$ cat src/rtl/cfgmem_pkg.sv
package cfgmem_pkg;

  // Address width for a given cell count, never below one bit.
  function automatic int addr_width(input int cells);
    if (cells <= 2) return 1;
    return $clog2(cells);
  endfunction

endpackage

$ cat src/rtl/cfgmem_decoder.sv
module cfgmem_decoder #(
  parameter int NUM_CELLS = 12,
  parameter int ADDR_W    = 4
) (
  input  logic                 en,
  input  logic [ADDR_W-1:0]    addr,
  output logic [NUM_CELLS-1:0] wl
);

  // One comparator per cell; an address with no cell behind it matches none.
  for (genvar i = 0; i < NUM_CELLS; i++) begin : g_line
    localparam logic [ADDR_W-1:0] MY_ADDR = ADDR_W'(i);
    assign wl[i] = en && (addr == MY_ADDR);
  end

endmodule

$ cat src/rtl/cfgmem_cell.sv
module cfgmem_cell (
  input  logic clk,
  input  logic rst_n,
  input  logic wl,
  input  logic bl,
  output logic q,
  output logic qn
);

  logic store;

  always_ff @(posedge clk or negedge rst_n) begin
    if (!rst_n)  store <= 1'b0;
    else if (wl) store <= bl;
  end

  assign q  = store;
  assign qn = ~store;

endmodule

$ cat src/rtl/cfgmem_frame.sv
module cfgmem_frame
  import cfgmem_pkg::*;
#(
  parameter int  NUM_CELLS = 12,
  parameter bit  WL_OUT_EN = 1'b1,
  localparam int ADDR_W    = addr_width(NUM_CELLS)
) (
  input  logic                 clk,
  input  logic                 rst_n,
  input  logic                 wr_en,
  input  logic [ADDR_W-1:0]    wr_addr,
  input  logic                 wr_bit,
  output logic [NUM_CELLS-1:0] cell_q,
  output logic [NUM_CELLS-1:0] cell_qn,
  output logic [NUM_CELLS-1:0] sel_n
);

  logic [NUM_CELLS-1:0] wl;

  cfgmem_decoder #(
    .NUM_CELLS (NUM_CELLS),
    .ADDR_W    (ADDR_W)
  ) u_dec (
    .en   (wr_en),
    .addr (wr_addr),
    .wl   (wl)
  );

  // Shared bit-line: the same data bit reaches every cell.
  for (genvar i = 0; i < NUM_CELLS; i++) begin : g_cell
    cfgmem_cell u_cell (
      .clk   (clk),
      .rst_n (rst_n),
      .wl    (wl[i]),
      .bl    (wr_bit),
      .q     (cell_q[i]),
      .qn    (cell_qn[i])
    );
  end

  if (WL_OUT_EN) begin : g_wl_out
    assign sel_n = ~wl;
  end else begin : g_wl_tie
    assign sel_n = '1;
  end

endmodule

$ cat config.mk
export PLATFORM = sky130hd
export DESIGN_NAME = cfgmem_frame
export DESIGN_NICKNAME = d
export VERILOG_FILES = /design/src/rtl/cfgmem_pkg.sv /design/src/rtl/cfgmem_decoder.sv /design/src/rtl/cfgmem_cell.sv /design/src/rtl/cfgmem_frame.sv
export SDC_FILE = /design/constraint.sdc
export NUM_CORES = 1
export LEC_CHECK = 0
export ABC_AREA = 1
export BUFFER_PORTS_ARGS = -buffer_cell sky130_fd_sc_hd__buf_2
export CAP_MARGIN = 20
export CORE_ASPECT_RATIO = 0.8
export CORE_MARGIN = 4
export CORE_UTILIZATION = 40
export CTS_CLUSTER_SIZE = 10
export DETAILED_ROUTE_END_ITERATION = 8
export PLACE_DENSITY_LB_ADDON = 0.08
export SETUP_SLACK_MARGIN = 0.4
export SYNTH_ARGS = -nofsm -noshare
export SYNTH_HDL_FRONTEND = slang
export SYNTH_HIERARCHICAL = 1
export SYNTH_SLANG_ARGS = --single-unit
$ cat constraint.sdc
create_clock -name clk -period 0.8 [get_ports clk]
set_input_delay 0.12 -clock clk [delete_from_list [all_inputs] [get_ports clk]]
set_output_delay 0.12 -clock clk [all_outputs]
set_load 0.05 [all_outputs]
==> results of run 1 <==
==> through the flow <==
stage	cell area (µm²)	hold WS, ns
after detailed placement	1260	0.0242
after floorplan	997	-0.176
after global placement	1260	0.0128
==> cell usage after synthesis, drive strengths merged <==
library cell  instances  share of area (%)
dfrtp                12                 44
inv                  40                 22
nand2                42                 23
nand3                 5                4.4
nor2                 12                6.6
==> cells by family after synthesis <==
family	share of synthesized area [%]
flip-flops	44.0
AND/OR/NAND/NOR	34.1
buffers and inverters	22.0
==> run_results.csv, run 1 <==
group,metric,value,unit
synthesis,netlist_instances,111,
synthesis,ys_ff_latch,12,
place,io_buffers,43,
die,io_pins,44,
die,start_util,42.0,%
synthesis,synth_fp_nets,119,
die,die_y,45.0,µm
clock_tree,htree_levels,1,
clock_tree,numCtsBuffers,3,
clock_tree,clock_path_buffers,2,
place,dp.cells,177,
run_status,status,"stopped before the end",
die,die_x,54.2,µm
synthesis,ys_warn_count,6,
die,row_count,13,
place,pre_cts_ws,-0.265,ns
synthesis,avgSynthCellArea,6.15,µm²
place,place.gp.congestion,0.706,
run_status,error,"[ERROR DPL-0038] Utilization greater than 100%, impossible to legalize",
synthesis,synth_cell_types,7,
synthesis,ys_seq_area_share,44.0,%
clock_tree,post_cts_buffers,8,
synthesis,synth_area,683,µm²
clock_tree,cts.sinks,12,
run_status,haltStage,"clock tree synthesis (4_1_cts)",
place,dp_hpwl,1510,µm
clock_tree,cts_resized,110,
clock_tree,root_buffer,"clkbuf_4",
==> inputs of run 2 (changes only) <==
--- a/config.mk
+++ b/config.mk
@@ -8,13 +8,10 @@
 export ABC_AREA = 1
 export BUFFER_PORTS_ARGS = -buffer_cell sky130_fd_sc_hd__buf_2
 export CAP_MARGIN = 20
-export CORE_ASPECT_RATIO = 0.8
-export CORE_MARGIN = 4
-export CORE_UTILIZATION = 40
-export CTS_CLUSTER_SIZE = 10
+export CORE_AREA = 4 4 65 67
 export DETAILED_ROUTE_END_ITERATION = 8
-export PLACE_DENSITY_LB_ADDON = 0.08
-export SETUP_SLACK_MARGIN = 0.4
+export DIE_AREA = 0 0 69 71
+export PLACE_DENSITY_LB_ADDON = 0.15
 export SYNTH_ARGS = -nofsm -noshare
 export SYNTH_HDL_FRONTEND = slang
 export SYNTH_HIERARCHICAL = 1
==> run 2 against run 1 <==
Net effect: the flow now finishes, with violations (setup timing); area after synthesis did not move; synthesized cell count unchanged.
==> run_results.csv, run 2 <==
group,metric,value,unit
run_status,status,"finished with violations",
run_status,violations,"setup timing",
global_routing,grt_most_used_layer,"met2",
global_routing,met3_usage,2.70,%
worst_setup_path,startpoint,"g_cell[7].u_cell/q$_DFFE_PN0P_",
synthesis,synth.area.top_cells,"dfrtp_1 (44%), nand2_1 (23%), inv_1 (21%)",
worst_setup_path,path_buf_inv,2,
sta,worst_clock_skew,0,ns
clock_tree,cts.sinks,12,
cells_and_area,drive_gt1_share,70.9,%
drt,ant_nets,0,
worst_setup_path,cp_max_fo,3,
clock_tree,insertion_delay,0.24,ns
worst_setup_path,cpLargestDelayFamily,"flip-flops",
clock_tree,clk_pin_slew,0.05,ns
worst_setup_path,crit_path_end_kind,"output port",
sta,period_needed,1.02,ns
synthesis,yosys-top-cells-count,"nand2_1 (42), inv_1 (38), dfrtp_1 (12), nor2_1 (12), nand3_1 (4)",
die,die_area,0.00490,mm²
cells_and_area,final_common_cell,"nand2_1",
power_and_ir_drop,p_per_area,2080,mW/mm²
drt,postRouteWirelength,2340,µm
sta,finalHoldViolations,0,
cells_and_area,nFillCells,360,
place,io_buffers,43,
sta,rsz0062_at_grt,"true",
place,place.gp.congestion,0.731,
worst_setup_path,rr_endpoint,"g_cell[3].u_cell/q$_DFFE_PN0P_",
cells_and_area,antenna_cells,0,
global_routing,gr-usage-met1,10.3,%
clock_tree,cts_tree,"yes",
drt,drc,0,
worst_setup_path,crit_chain,"clkinvlp_4, buf_8",
global_routing,grt_usage,10.2,%
drt,drtIter0Drc,22,
sta,worst_slack,-0.218,ns
cells_and_area,final_cell_mix,"nand2_1 (37), buf_8 (19), buf_6 (17)",
cells_and_area,layout.nets,181,
drt,vias,829,
global_routing,grt_max_degree,13,
worst_setup_path,endpoint,"cell_qn[7]",
synthesis,synthFlopType,"dfrtp_1",
global_routing,antenna_found_initial,0,
sta,setup_viol,34,
cells_and_area,area_delta_synth_final,162,%
clock_tree,htree_levels,1,
clock_tree,clock_path_buffers,2,
power_and_ir_drop,total_power,3.72,mW
synthesis,yosys.area.top_type,"dfrtp_1",
sta,hold_ws,0.225,ns
worst_setup_path,cp.arrival,0.90,ns
synthesis,netlist_instances,111,
synthesis,synth_top_area_share,44.0,%
sta,worst_pin_slew,0.288,ns
synthesis,ys_warn_count,6,
power_and_ir_drop,power_leakage,0.734,nW
drt,viasPerCell,3.77,
die,io_pins,44,
worst_setup_path,criticalPathCategory,"reg2out",
die,coreArea,0.00363,mm²
synthesis,synth_area,683,µm²
drt,first_pass_iters,4,
die,row_count,22,
worst_hold_path,worstHoldStart,"wr_bit",
worst_setup_path,reg2regPathDepth,2,
drt,wl_per_cell,10.6,µm
cells_and_area,multi_input_area,420,µm²
worst_setup_path,critical_path_depth,2,
sta,fmax,0.982,GHz
synthesis,synth_edf_count,0,
worst_setup_path,r2r_setup_slack,0.14,ns
global_routing,grt_pass1_vias,852,
worst_hold_path,min_path_type,"in2reg",
worst_setup_path,crit_path_start_kind,"flip-flop",
sta,finalMaxSlewViolations,0,
cells_and_area,largest_register_ffs,12,
synthesis,synth_cell_types,7,
place,pre_cts_ws,-0.239,ns
clock_tree,numCtsBuffers,3,
worst_hold_path,min_delay_path_depth,3,
worst_setup_path,crit_path_max_incr_delay,0.41,ns
worst_setup_path,slowest_stage,"dfrtp_2",
synthesis,yosysMostFrequentCell,"nand2_1",
synthesis,ys_ff_latch,12,
place,dp_hpwl,1610,µm
sta,relSlewSlack,80.8,%
sta,period_share,127,%
synthesis,ys_seq_area_share,44.0,%
synthesis,synth_fp_nets,119,
global_routing,grt.met2_usage,20.1,%
die,start_util,18.8,%
worst_setup_path,cp.required,0.68,ns
worst_setup_path,timing.rr.start,"g_cell[3].u_cell/q$_DFFE_PN0P_",
cells_and_area,final-seq-area,315,µm²
global_routing,grt_pass1_wl,4050,µm
synthesis,synthArstFlopShare,100,%
job,maxCapViolations,0,
die,die_x,69,µm
power_and_ir_drop,ir_worst_vdd,0.00100,V
cells_and_area,post-route-util,49.3,%
global_routing,overflow,0,
clock_tree,root_buffer,"clkbuf_8",
synthesis,avgSynthCellArea,6.15,µm²
die,die_y,71,µm
## run 2: cell counts after synthesis
Identical to the previous run, type by type.
## run 2: layout make-up
cell class	instances	area share (%)
well taps	48	3.35
repair buffers	57	38.8
flip-flops and latches	12	17.6
inverters	40	13.7
multi-input cells	59	23.5
clock buffers	4	3.07
## run 2: cells by family after synthesis
family / Yosys count / synth area share, %
and+or+nand+nor: 59 / 34.1
buffers and inverters: 40 / 22.0
DFF: 12 / 44.0
## run 2: how the worst min path moves through the flow
stage	to	slack, ns
global placement	g_cell[0].u_cell/q$_DFFE_PN0P_	0.02
CTS	g_cell[0].u_cell/q$_DFFE_PN0P_	0.22
floorplan	g_cell[0].u_cell/q$_DFFE_PN0P_	-0.18
finish	g_cell[3].u_cell/q$_DFFE_PN0P_	0.23
detailed placement	g_cell[0].u_cell/q$_DFFE_PN0P_	0.03
global route	g_cell[9].u_cell/q$_DFFE_PN0P_	0.26
## run 2: worst register-to-register path, stage by stage, from the launching register on
cell and delay (ns):
dfrtp_2 0.44, nand2_1 0.08, nand2_1 0.05
## run 2: where the power goes
group | switching, mW | internal, mW | leakage, nW
registers | 0.188 | 0.757 | 0.137
logic | 1.32 | 0.797 | 0.568
clock network | 0.217 | 0.434 | 0.0288
total | 1.73 | 1.99 | 0.734
## run 2: per-layer routing
layer,routed length (µm),up-vias
met5,0,-
met4,34,0
met1,785,377
met2,1370,28
li1,-,422
met3,142,2
## run 2: timing repair
item	4_1_cts	5_1_grt
endpoints found under the setup margin	36	37
pin swaps	11	15
gates resized for setup	147	34
hold endpoints to repair	12	0
setup buffers	4	4
hold buffers	1	0
## run 2: metrics by stage
stage	std cells	area (µm²)	TNS [ns]
final	220	1790	-4.68
after global routing	220	1790	-5.95
after CTS	217	1640	-5.29
after detailed placement	208	1060	-4.05
after global placement	208	1060	-3.93
after floorplan	111	743	-2.05
Note: power is estimated with default switching activity, not from simulation.
==> inputs of run 3 (changes only) <==
--- a/config.mk
+++ b/config.mk
@@ -8,9 +8,10 @@
 export ABC_AREA = 1
 export BUFFER_PORTS_ARGS = -buffer_cell sky130_fd_sc_hd__buf_2
 export CAP_MARGIN = 20
-export CORE_AREA = 4 4 65 67
+export CORE_AREA = 2 2 63 65
 export DETAILED_ROUTE_END_ITERATION = 8
-export DIE_AREA = 0 0 69 71
+export DIE_AREA = 0 0 65 67
+export HOLD_SLACK_MARGIN = 0.15
 export PLACE_DENSITY_LB_ADDON = 0.15
 export SYNTH_ARGS = -nofsm -noshare
 export SYNTH_HDL_FRONTEND = slang
==> run 3 against run 2 <==
Net effect: the run still ends with setup timing left; register-to-register slack is essentially flat; via count decreased by 2.7%; hold slack better by 0.0024 ns; non-clock buffer count is 2 lower; cell count down 0.91%; fmax fell by 0.47%; sequential share of layout area increased by 0.22 points; critical path depth is the same; critical endpoint is now cell_qn[0]; worst setup slack lost 0.0048 ns; count of clock-buffer cells in the layout is the same.
==> run_results.csv, run 3 (synthesis gave the netlist of run 2 again) <==
group,metric,value,unit
run_status,status,"finished with violations",
run_status,violations,"setup timing",
job,maxCapViolations,0,
cells_and_area,final_cell_mix,"nand2_1 (39), buf_8 (21), buf_6 (17)",
die,row_count,22,
sta,finalMaxSlewViolations,0,
die,io_pins,44,
global_routing,grt_pass1_wl,3440,µm
sta,period_needed,1.02,ns
clock_tree,clk_pin_slew,0.05,ns
drt,drtIter0Drc,33,
drt,wl_per_cell,10.3,µm
worst_setup_path,crit_path_max_incr_delay,0.41,ns
cells_and_area,final_common_cell,"nand2_1",
clock_tree,numCtsBuffers,3,
die,start_util,18.9,%
clock_tree,clock_path_buffers,2,
worst_setup_path,crit_path_start_kind,"flip-flop",
worst_hold_path,min_path_type,"in2reg",
sta,period_share,128,%
die,die_y,67,µm
cells_and_area,fin_area,0.00177,mm²
worst_setup_path,slowest_stage,"dfrtp_2",
worst_setup_path,crit_chain,"clkinvlp_4, buf_8",
place,place_area,0.00105,mm²
place,dp.cells,206,
global_routing,antenna_found_initial,0,
sta,rsz0062_at_grt,"true",
power_and_ir_drop,switching_share,46.6,%
drt,postRouteWirelength,2240,µm
clock_tree,insertion_delay,0.24,ns
power_and_ir_drop,p_comb_share,56.9,%
global_routing,grt_pass1_vias,753,
global_routing,overflow,0,
power_and_ir_drop,p_per_area,2110,mW/mm²
die,die_area,0.00436,mm²
cells_and_area,largest_register_ffs,12,
cells_and_area,area_delta_synth_final,159,%
place,io_buffers,43,
power_and_ir_drop,clkPwrFrac,17.7,%
cells_and_area,nFillCells,338,
power_and_ir_drop,p_switching,1.73,mW
worst_setup_path,cp_max_fo,3,
place,pre_cts_ws,-0.231,ns
sta,tns,-4.88,ns
drt,vias,807,
drt,viasPerCell,3.70,
cells_and_area,drive_gt1_share,69.4,%
global_routing,grt_max_degree,13,
power_and_ir_drop,internal_power,1.99,mW
die,die_x,65,µm
power_and_ir_drop,power_leakage,0.722,nW
cells_and_area,antenna_cells,0,
sta,fmax,0.978,GHz
clock_tree,htree_levels,1,
sta,finalHoldViolations,0,
drt,drc,0,
drt,ant_nets,0,
clock_tree,cts.sinks,12,
worst_setup_path,cp.required,0.68,ns
drt,first_pass_iters,4,
sta,worst_pin_slew,0.278,ns
worst_setup_path,crit_path_end_kind,"output port",
worst_setup_path,cp.arrival,0.90,ns
cells_and_area,layout.nets,179,
power_and_ir_drop,ir_worst_vdd,0.00115,V
place,place.gp.congestion,0.756,
worst_setup_path,criticalPathCategory,"reg2out",
clock_tree,root_buffer,"clkbuf_8",
sta,relSlewSlack,81.4,%
global_routing,grt_usage,10.8,%
sta,setup_viol,35,
place,dp_hpwl,1450,µm
clock_tree,cts_tree,"yes",
die,coreArea,0.00361,mm²
cells_and_area,instances_no_fill,218,
sta,worst_slack,-0.223,ns
power_and_ir_drop,seq_power_share,25.4,%
sta,worst_clock_skew,0,ns
run 3: cell count changes in the layout (fill, tap and decap cells not counted), sizes merged:
| cell | previous run | this run |
|---|---|---|
| inv | 24 | 25 |
| clkinv | 4 | 3 |
| buf | 56 | 54 |
run 3: timing repair:
action | 4_1_cts | 5_1_grt
pin swaps | 11 | 14
hold endpoints to repair | 12 | 0
resized for setup | 151 | 28
hold buffers | 1 | 0
setup endpoints to repair | 36 | 36
setup buffers | 1 | 6
run 3: path summary, 6_finish.rpt:
path                                                     start                              to  slack (ns)  depth (start not counted)
worst max-delay path            g_cell[0].u_cell/q$_DFFE_PN0P_                      cell_qn[0]       -0.22                          2
worst min-delay path                                    wr_bit  g_cell[4].u_cell/q$_DFFE_PN0P_        0.23                          3
worst max register to register  g_cell[0].u_cell/q$_DFFE_PN0P_  g_cell[0].u_cell/q$_DFFE_PN0P_        0.14                          2
worst min register to register  g_cell[9].u_cell/q$_DFFE_PN0P_  g_cell[9].u_cell/q$_DFFE_PN0P_        0.53                          2
max in group asynchronous                                rst_n  g_cell[2].u_cell/q$_DFFE_PN0P_        0.27                          2
min in group asynchronous                                rst_n  g_cell[0].u_cell/q$_DFFE_PN0P_        0.29                          2
run 3: power groups by stage:
| stage | Combinational, mW | Sequential, mW | Clock (mW) |
|---|---|---|---|
| floorplan | 0.698 | 1.36 | 0 |
| global placement | 1.47 | 0.920 | 0 |
| detailed placement | 1.48 | 0.926 | 0 |
| CTS | 2.02 | 0.930 | 0.687 |
| global route | 2.21 | 0.966 | 0.713 |
| finish | 2.12 | 0.947 | 0.659 |
run 3: metrics by stage:
stage          power (mW)  hold WS, ns  util [%]
2_1_floorplan        2.06       -0.176         -
3_3_place_gp         2.39       0.0261      29.1
3_5_place_dp         2.40       0.0259      29.1
4_1_cts              3.63        0.223      44.8
5_1_grt              3.89        0.235      49.0
6_report             3.72        0.228      49.0
run 3: cell type report:
class	count	area, µm²	share of cell area (%)
Clock buffer	4	55.1	3.11
Inverter	40	240	13.6
Multi-Input combinational cell	59	415	23.5
Sequential cell	12	315	17.8
Tap cell	48	60.1	3.40
Timing Repair Buffer	55	682	38.6
run 3: layer usage:
metal / part of all wire, % / routed length [µm] / GRT usage (%) / vias to the layer above
met5: 0 / 0 / 0 / -
met4: 1.8 / 41 / 6.38 / 0
met3: 5.5 / 124 / 3.38 / 2
met2: 53 / 1190 / 18.7 / 30
met1: 39 / 881 / 11.4 / 350
li1: - / - / - / 425
run 3: worst max-delay path, delay by kind of cell (launching register included):
| family | cells | cell delay (ns) |
|---|---|---|
| buffers and inverters | 2 | 0.25 |
| flip-flops | 1 | 0.41 |
==> inputs of run 4 (changes only) <==
==> constraint.sdc (replaced) <==
create_clock -name clk -period 0.8 [get_ports clk]
set_input_delay 0.08 -clock clk [delete_from_list [all_inputs] [get_ports clk]]
set_output_delay 0.08 -clock clk [all_outputs]
set_load 0.05 [all_outputs]
==> run 4 against run 3 <==
Net effect: the flow still finishes with violations (setup timing); clock skew did not move; total power fell by 3.9%; first-iteration DRC count fell by 64%; wire length fell by 0.58%; via count rose by 3.5%; critical path depth did not move; clock power fell by 16%; non-clock buffer count rose by 3; sequential cell count did not move; count of clock-buffer cells in the layout fell by 1; largest cell class unchanged.
==> run_results.csv, run 4 (synthesis gave the netlist of run 2 again) <==
group,metric,value,unit
cells_and_area,area_delta_synth_final,152,%
die,die_x,65,µm
place,pre_cts_ws,-0.146,ns
sta,finalMaxSlewViolations,0,
power_and_ir_drop,seq_power_share,26.1,%
global_routing,overflow,0,
cells_and_area,multi_input_area,420,µm²
run_status,violations,"setup timing",
sta,hold_ws,0.170,ns
drt,drc,0,
cells_and_area,drive_gt1_share,70.3,%
die,io_pins,44,
place,dp_hpwl,1470,µm
worst_setup_path,criticalPathCategory,"reg2out",
sta,setup_viol,25,
drt,drtIter0Drc,12,
die,start_util,18.9,%
drt,first_pass_iters,2,
sta,period_share,121,%
power_and_ir_drop,p_per_area,2080,mW/mm²
sta,tns,-3.46,ns
worst_setup_path,crit_path_end_kind,"output port",
global_routing,grt.met2_usage,20.5,%
clock_tree,htree_levels,1,
sta,worst_slack,-0.169,ns
drt,ant_nets,0,
die,die_y,67,µm
clock_tree,root_buffer,"clkbuf_8",
power_and_ir_drop,power_leakage,0.710,nW
power_and_ir_drop,switching_share,48.0,%
cells_and_area,largest_register_ffs,12,
sta,fmax,1.03,GHz
clock_tree,clock_path_buffers,2,
sta,worst_clock_skew,0,ns
global_routing,grt_max_degree,13,
worst_setup_path,cp.arrival,0.89,ns
global_routing,gr-usage-met1,12.2,%
drt,wl_per_cell,10.1,µm
power_and_ir_drop,total_power,3.58,mW
die,row_count,22,
power_and_ir_drop,p_comb_share,58.4,%
job,maxCapViolations,0,
clock_tree,cts_tree,"yes",
global_routing,grt_most_used_layer,"met2",
clock_tree,numCtsBuffers,3,
cells_and_area,final_cell_mix,"nand2_1 (37), buf_8 (21), buf_4 (17)",
power_and_ir_drop,clkPwrFrac,15.5,%
global_routing,grt_pass1_vias,841,
run_status,status,"finished with violations",
place,place_area,0.00103,mm²
drt,viasPerCell,3.80,
sta,period_needed,0.969,ns
place,dp.cells,204,
global_routing,grt_usage,11.4,%
cells_and_area,post-route-util,47.7,%
power_and_ir_drop,internal_power,1.86,mW
global_routing,met3_usage,2.70,%
cells_and_area,layout.nets,182,
power_and_ir_drop,ir_worst_vdd,0.000889,V
sta,worst_pin_slew,0.278,ns
cells_and_area,final-seq-area,315,µm²
cells_and_area,final_common_cell,"nand2_1",
die,coreArea,0.00361,mm²
die,die_area,0.00436,mm²
clock_tree,cts.sinks,12,
worst_setup_path,cp_max_fo,3,
drt,postRouteWirelength,2230,µm
power_and_ir_drop,p_switching,1.72,mW
cells_and_area,instances_no_fill,220,
cells_and_area,fin_area,0.00172,mm²
cells_and_area,nFillCells,352,
global_routing,antenna_found_initial,0,
worst_setup_path,cp.required,0.72,ns
sta,finalHoldViolations,0,
sta,relSlewSlack,81.5,%
drt,vias,835,
worst_setup_path,crit_path_start_kind,"flip-flop",
place,place.gp.congestion,0.764,
place,io_buffers,43,
sta,rsz0062_at_grt,"true",
cells_and_area,antenna_cells,0,
global_routing,grt_pass1_wl,3690,µm
worst_hold_path,min_path_type,"in2reg",
clock_tree,clk_pin_slew,0.06,ns
clock_tree,insertion_delay,0.24,ns
run 4: changes by cell type in the layout (fill, tap and decap cells not counted), sizes merged:
cell,delta
clkbuf,-1
clkinv,-2
buf,+3
inv,+2
run 4: repair_timing:
action,CTS,global route
hold buffers,1,0
setup endpoints to repair,36,36
gates resized for setup,136,30
hold endpoints to repair,12,0
buffers inserted,7,5
pin swaps,15,11
run 4: worst paths after layout:
kind | start | endpoint | slack [ns] | cells after the start
setup reg to reg | g_cell[6].u_cell/q$_DFFE_PN0P_ | g_cell[6].u_cell/q$_DFFE_PN0P_ | 0.04 | 3
min in group asynchronous | rst_n | g_cell[4].u_cell/q$_DFFE_PN0P_ | 0.26 | 2
hold / removal | wr_bit | g_cell[3].u_cell/q$_DFFE_PN0P_ | 0.17 | 3
hold reg to reg | g_cell[1].u_cell/q$_DFFE_PN0P_ | g_cell[1].u_cell/q$_DFFE_PN0P_ | 0.53 | 2
max in group asynchronous | rst_n | g_cell[11].u_cell/q$_DFFE_PN0P_ | 0.30 | 2
setup / recovery | g_cell[7].u_cell/q$_DFFE_PN0P_ | cell_qn[7] | -0.17 | 2
run 4: area by class of cell:
| type | count | area share [%] |
|---|---|---|
| sequential | 12 | 18.3 |
| timing repair buffer | 58 | 38.5 |
| inverter | 40 | 12.8 |
| clock buffer | 3 | 2.40 |
| multi-input combinational | 59 | 24.4 |
| tap | 48 | 3.49 |
run 4: worst max-delay path: stages, from the launching register on:
cell	delay [ns]
dfrtp_2	0.40
clkinvlp_4	0.10
buf_8	0.15
run 4: per-layer routing:
layer,part of all wire [%],vias up,routed length [µm]
met4,1.9,0,42
met3,4.7,4,104
met5,0,-,0
li1,-,426,-
met2,53,26,1190
met1,40,379,892
run 4: power by group through the flow:
stage | clock network (mW) | registers (mW) | logic, mW
final | 0.553 | 0.934 | 2.09
after global placement | 0 | 0.919 | 1.47
after CTS | 0.580 | 0.927 | 1.99
after detailed placement | 0 | 0.927 | 1.47
after global routing | 0.615 | 0.955 | 2.19
after floorplan | 0 | 1.36 | 0.698
